==> src/rtl/burst_seq_pkg.sv <==
package burst_seq_pkg;
    typedef enum logic {
        ST_IDLE = 1'b0,
        ST_RUN  = 1'b1
    } seq_state_t;
endpackage

==> src/rtl/burst_fsm.sv <==
module burst_fsm
    import burst_seq_pkg::*;
#(
    parameter int BEAT_BITS = 2
) (
    input  logic                 clk,
    input  logic                 rst_n,
    input  logic                 stall,
    input  logic                 adv_ld,
    input  logic                 sel_ok,
    output logic                 load_en,
    output logic                 burst_on,
    output logic [BEAT_BITS-1:0] beat
);
    seq_state_t state_q, state_d;
    logic [BEAT_BITS-1:0] beat_q, beat_d;

    // State register
    always_ff @(posedge clk or negedge rst_n) begin
        if (!rst_n) begin
            state_q <= ST_IDLE;
            beat_q  <= '0;
        end else begin
            state_q <= state_d;
            beat_q  <= beat_d;
        end
    end

    // Next state and beat
    always_comb begin
        state_d = state_q;
        beat_d  = beat_q;
        if (!stall) begin
            unique case (state_q)
                ST_IDLE: begin
                    if (!adv_ld && sel_ok) begin         // START
                        state_d = ST_RUN;
                        beat_d  = '0;
                    end
                end
                ST_RUN: begin
                    if (adv_ld) begin                    // STEP
                        beat_d = beat_q + 1'b1;
                    end else if (sel_ok) begin           // RESTART
                        beat_d = '0;
                    end else begin                       // END
                        state_d = ST_IDLE;
                    end
                end
                default: state_d = ST_IDLE;
            endcase
        end
    end

    // Outputs
    always_comb begin
        load_en  = !stall && !adv_ld && sel_ok;
        burst_on = (state_q == ST_RUN);
        beat     = beat_q;
    end

    // a stalled edge keeps the beat position
    assert_stall_beat_R9: assert property (@(posedge clk) disable iff (!rst_n)
        stall |=> (beat_q == $past(beat_q) && state_q == $past(state_q)));

    // the beat position wraps from the last beat back to 0
    assert_beat_wrap_R7: assert property (@(posedge clk) disable iff (!rst_n)
        (!stall && adv_ld && state_q == ST_RUN && beat_q == '1) |=> (beat_q == '0));
endmodule

==> src/rtl/beat_addr.sv <==
module beat_addr #(
    parameter int ADDR_W    = 18,
    parameter int BEAT_BITS = 2
) (
    input  logic                 clk,
    input  logic                 rst_n,
    input  logic                 load_en,
    input  logic                 mode_ilv,
    input  logic [ADDR_W-1:0]    ext_addr,
    input  logic [BEAT_BITS-1:0] beat,
    output logic [ADDR_W-1:0]    cur_addr
);
    logic [ADDR_W-1:0]    base_q;
    logic [BEAT_BITS-1:0] low_lin, low_ilv;

    always_ff @(posedge clk or negedge rst_n) begin
        if (!rst_n) begin
            base_q <= '0;
        end else if (load_en) begin
            base_q <= ext_addr;
        end
    end

    always_comb begin
        low_lin  = base_q[BEAT_BITS-1:0] + beat;
        low_ilv  = base_q[BEAT_BITS-1:0] ^ beat;
        cur_addr = {base_q[ADDR_W-1:BEAT_BITS], (mode_ilv ? low_ilv : low_lin)};
    end

    // in interleaved order, beat 0 shows the loaded low bits unchanged
    assert_ilv_first_R6: assert property (@(posedge clk) disable iff (!rst_n)
        (mode_ilv && beat == '0) |-> (cur_addr == base_q));
endmodule

==> src/rtl/burst_seq.sv <==
module burst_seq #(
    parameter int ADDR_W = 18
) (
    input  logic              clk,
    input  logic              rst_n,
    input  logic              stall,
    input  logic              adv_ld,
    input  logic              sel_ok,
    input  logic              mode_ilv,
    input  logic [ADDR_W-1:0] ext_addr,
    output logic [ADDR_W-1:0] cur_addr,
    output logic              burst_on
);
    localparam int BEAT_BITS = 2;

    logic                 load_en;
    logic [BEAT_BITS-1:0] beat;

    burst_fsm #(.BEAT_BITS(BEAT_BITS)) u_fsm (
        .clk      (clk),
        .rst_n    (rst_n),
        .stall    (stall),
        .adv_ld   (adv_ld),
        .sel_ok   (sel_ok),
        .load_en  (load_en),
        .burst_on (burst_on),
        .beat     (beat)
    );

    beat_addr #(.ADDR_W(ADDR_W), .BEAT_BITS(BEAT_BITS)) u_addr (
        .clk      (clk),
        .rst_n    (rst_n),
        .load_en  (load_en),
        .mode_ilv (mode_ilv),
        .ext_addr (ext_addr),
        .beat     (beat),
        .cur_addr (cur_addr)
    );

    assert_load_R2: assert property (@(posedge clk) disable iff (!rst_n)
        (!stall && !adv_ld && sel_ok) |=> (burst_on && cur_addr == $past(ext_addr)));

    assert_deselect_R3: assert property (@(posedge clk) disable iff (!rst_n)
        (!stall && !adv_ld && !sel_ok) |=> (!burst_on && $stable(cur_addr)));

    assert_upper_fixed_R4: assert property (@(posedge clk) disable iff (!rst_n)
        (!stall && adv_ld) |=> (cur_addr[ADDR_W-1:BEAT_BITS] == $past(cur_addr[ADDR_W-1:BEAT_BITS])));

    assert_linear_step_R5: assert property (@(posedge clk) disable iff (!rst_n)
        (!stall && adv_ld && burst_on && !mode_ilv) |=>
        (cur_addr[BEAT_BITS-1:0] == $past(cur_addr[BEAT_BITS-1:0]) + 2'd1));

    assert_idle_adv_R8: assert property (@(posedge clk) disable iff (!rst_n)
        (!stall && adv_ld && !burst_on) |=> (!burst_on && $stable(cur_addr)));

    assert_stall_hold_R9: assert property (@(posedge clk) disable iff (!rst_n)
        stall |=> ($stable(cur_addr) && $stable(burst_on)));
endmodule

==> config.mk <==
export PLATFORM = sky130hd
export DESIGN_NAME = burst_seq
export DESIGN_NICKNAME = d
export VERILOG_FILES = /design/src/rtl/burst_seq_pkg.sv /design/src/rtl/burst_fsm.sv /design/src/rtl/beat_addr.sv /design/src/rtl/burst_seq.sv
export SDC_FILE = /design/constraint.sdc
export NUM_CORES = 1
export LEC_CHECK = 0
export BUFFER_PORTS_ARGS = -buffer_cell sky130_fd_sc_hd__clkbuf_2
export CAP_MARGIN = 15
export CORE_UTILIZATION = 50
export DETAILED_ROUTE_END_ITERATION = 6
export GPL_TIMING_DRIVEN = 1
export PLACE_DENSITY = 0.85
export SLEW_MARGIN = 0
export SYNTH_ARGS = -nofsm -noshare
export SYNTH_HDL_FRONTEND = slang
export SYNTH_HIERARCHICAL = 1
export SYNTH_SLANG_ARGS = --single-unit
==> constraint.sdc <==
create_clock -name clk -period 2.5 [get_ports clk]
set_clock_uncertainty 0.15 [all_clocks]
set_input_delay 0.125 -clock clk [delete_from_list [all_inputs] [get_ports clk]]
set_output_delay 0.125 -clock clk [all_outputs]
set_load 0.02 [all_outputs]
==> reports/summary.txt <==
Routability-driven placement congestion ratio = 0.664
Htree depth = 1
Slowest CP cell = dfrtp_1
Top cells by area, synth = dfrtp_1 (51%), mux2_4 (14%), buf_4 (12%), mux2_2 (8.7%), buf_12 (1.9%)
WL final = 2030 um
CP Data Required Time = 2230 ps
Net Switching = 328 uW
Post-synth top flop = dfrtp_1
Port Buffers = 42
Comb pwr share = 0.364
P_int = 643 uW
Num CTS Buffers = 3
Clk Latency, worst-skew pair = 290 ps
DP Cell Count = 124
Final Total Pwr = 971 uW
MaxCap Viol Count = 0
Die area = 0.00226 sq mm
Synth top cells by count = dfrtp_1 (21), buf_4 (16), mux2_4 (10), mux2_2 (8), xnor2_1 (2)
Arr. time, crit path = 1410 ps
Fin Hold WS = 16.5 ps
Pin count of the biggest net entering global routing = 22
Mapped Area = 0.00104 sq mm
Max rail drop VDD = 485 uV
Num ports = 43
Final Hold Fails = 0
Sw frac = 0.337
Remaining Overflow, GRT = 0
Synth async-reset ratio = 1.00
Core Region = 0.00196 sq mm
Post-Syn Nets = 98
WHS Path Cells = 3
Fin nets = 147
Layout cells sized above 1 = 0.554
DRC = 0
Wire per inst = 13.7 um
Yosys reg bits = 21
Final Non-Filler Cells = 148
Maximum root-to-sink buffer count = 2
CTS sink cnt = 21
CTS tree = done
Clk slew on worst S/H paths = 110 ps
Vias in the first global route = 736
Post-synth EDFFs = 0
Cell Rows = 16
Routed vias = 692
Met3 Wirelength = 102 um
Synthesis Warnings = 6
Clock power share = 0.163
Vias per cell = 4.68
Cell count after synthesis = 73
Setup violations, final = 0
Critical path peak fanout = 4
Antenna viol nets, final = 0
Final worst-path cycle share = 0.676
Initial antenna violation count = 0
WL met2 = 1070 um
Root Buffer = clkbuf_4
Avg Cell Area, Syn = 14.2 sq um
Sequential share of the synthesized area = 0.506
Largest area contributor in the netlist = dfrtp_1
Die height = 47.6 um
Max Slew Vio Count = 0
Outcome = complete, no violations
Relative slew slack = 0.651
Slew @ Worst Pin = 523 ps
Ant diodes = 0
Unique masters post-synth = 21
Hold WC Path Type = in -> reg
RSZ-0062 raised after global routing = false
Reg power frac = 0.472
Largest stage delay on the critical path = 440 ps
R2R depth = 3
CP endpoint kind = output port
Setup TNS Final = 0 ps
Synthesis-to-layout area growth = 31.7%
Most frequent cell after synthesis = dfrtp_1
Leak = 0.000682 uW
Drt first pass iters = 2
Power Density = 710 mW/mm^2
Total GRT Usage = 0.197
Crit path cell chain = ha_1 -> nor2b_1 -> xnor2_1 -> clkbuf_2
Met1 WL = 842 um
Min Tclk post-route = 1690 ps
Initial Utilization = 0.529
Share of the synthesized area in the top cell type = 0.506
Setup CP Type = reg -> out
Global-route wire length before repair = 3080 um
F_max = 0.592 GHz
Die Wd = 47.6 um
Top Metal Used = met4
Startpoint type of the worst setup path = flip-flop
DRT iter0 DRCs = 5
power groups by stage:
| stage | clock network (uW) | registers, uW | logic, uW |
|---|---|---|---|
| finish | 159 | 458 | 354 |
| global route | 179 | 467 | 386 |
| CTS | 167 | 457 | 352 |
| detailed placement | 0 | 463 | 327 |
| global placement | 0 | 459 | 317 |
| floorplan | 0 | 451 | 296 |
layer usage:
layer	track usage	vias to the layer above
met2	0.378	29
met5	0	-
met3	0.0377	2
met1	0.221	332
li1	-	329
met4	0.0500	0
sequential cells by signal, summed over array words and instances (netlist names), named ones only:
register / flops
u_addr/base_q: 18
u_fsm/beat: 2
through the flow:
stage | utilization | setup WS, ps | cell area, sq um
after floorplan | - | 1140 | 1040
after global placement | 0.581 | 1140 | 1140
after detailed placement | 0.581 | 1110 | 1140
after CTS | 0.697 | 813 | 1370
after global routing | 0.697 | 703 | 1370
final | 0.697 | 811 | 1370
placed cells by master, fill, tap and decap left out, types with 2 or more instances in the layout:
master         instances
dfrtp_1               21
dlygate4sd3_1         20
mux2_4                10
mux2_2                 8
clkbuf_2              42
xnor2_1                2
clkbuf_4               3
area by class of cell:
type / instances / area [sq um]
fill: 166 / 594
sequential: 21 / 526
timing repair buffer: 63 / 418
multi-input combinational: 33 / 363
tap: 27 / 33.8
clock buffer: 3 / 22.5
clock inverter: 1 / 5.00
kinds of logic (layout without fill, tap and decap cells):
kind of cell | count (synthesis) | in the layout | synth area share
mux | 20 | 20 | 0.252
simple gates | 6 | 6 | 0.0337
fa+ha+maj | 1 | 1 | 0.0120
flops | 21 | 21 | 0.506
xor+xnor | 2 | 2 | 0.0169
compound gates | 4 | 4 | 0.0301
buf+inv | 19 | 67 | 0.149
worst paths after layout:
| check | to | startpoint | slack [ps] |
|---|---|---|---|
| hold / removal | flip-flop | stall | 20 |
| hold reg to reg | u_addr/base_q[9] | u_addr/base_q[9] | 370 |
| setup / recovery | cur_addr[1] | u_fsm/beat[0] | 810 |
| min in group asynchronous | u_addr/base_q[0] | rst_n | 180 |
| setup reg to reg | u_fsm/beat[1] | u_fsm/beat[0] | 1200 |
| max in group asynchronous | u_fsm/beat[1] | rst_n | 1670 |
worst max-delay path, delay by kind of cell, from the launching register on:
kind / cells / cell delay (ps)
XOR/XNOR: 1 / 150
AND/OR/NAND/NOR: 1 / 140
adder cells (fa/ha/maj): 1 / 210
buffers and inverters: 1 / 190
flip-flops: 1 / 440
timing repair:
action,4_1_cts,5_1_grt
setup buffers,0,0
resized for setup,0,0
hold endpoints to repair,41,0
hold buffers,20,0
(Power assumes the default switching activity.)
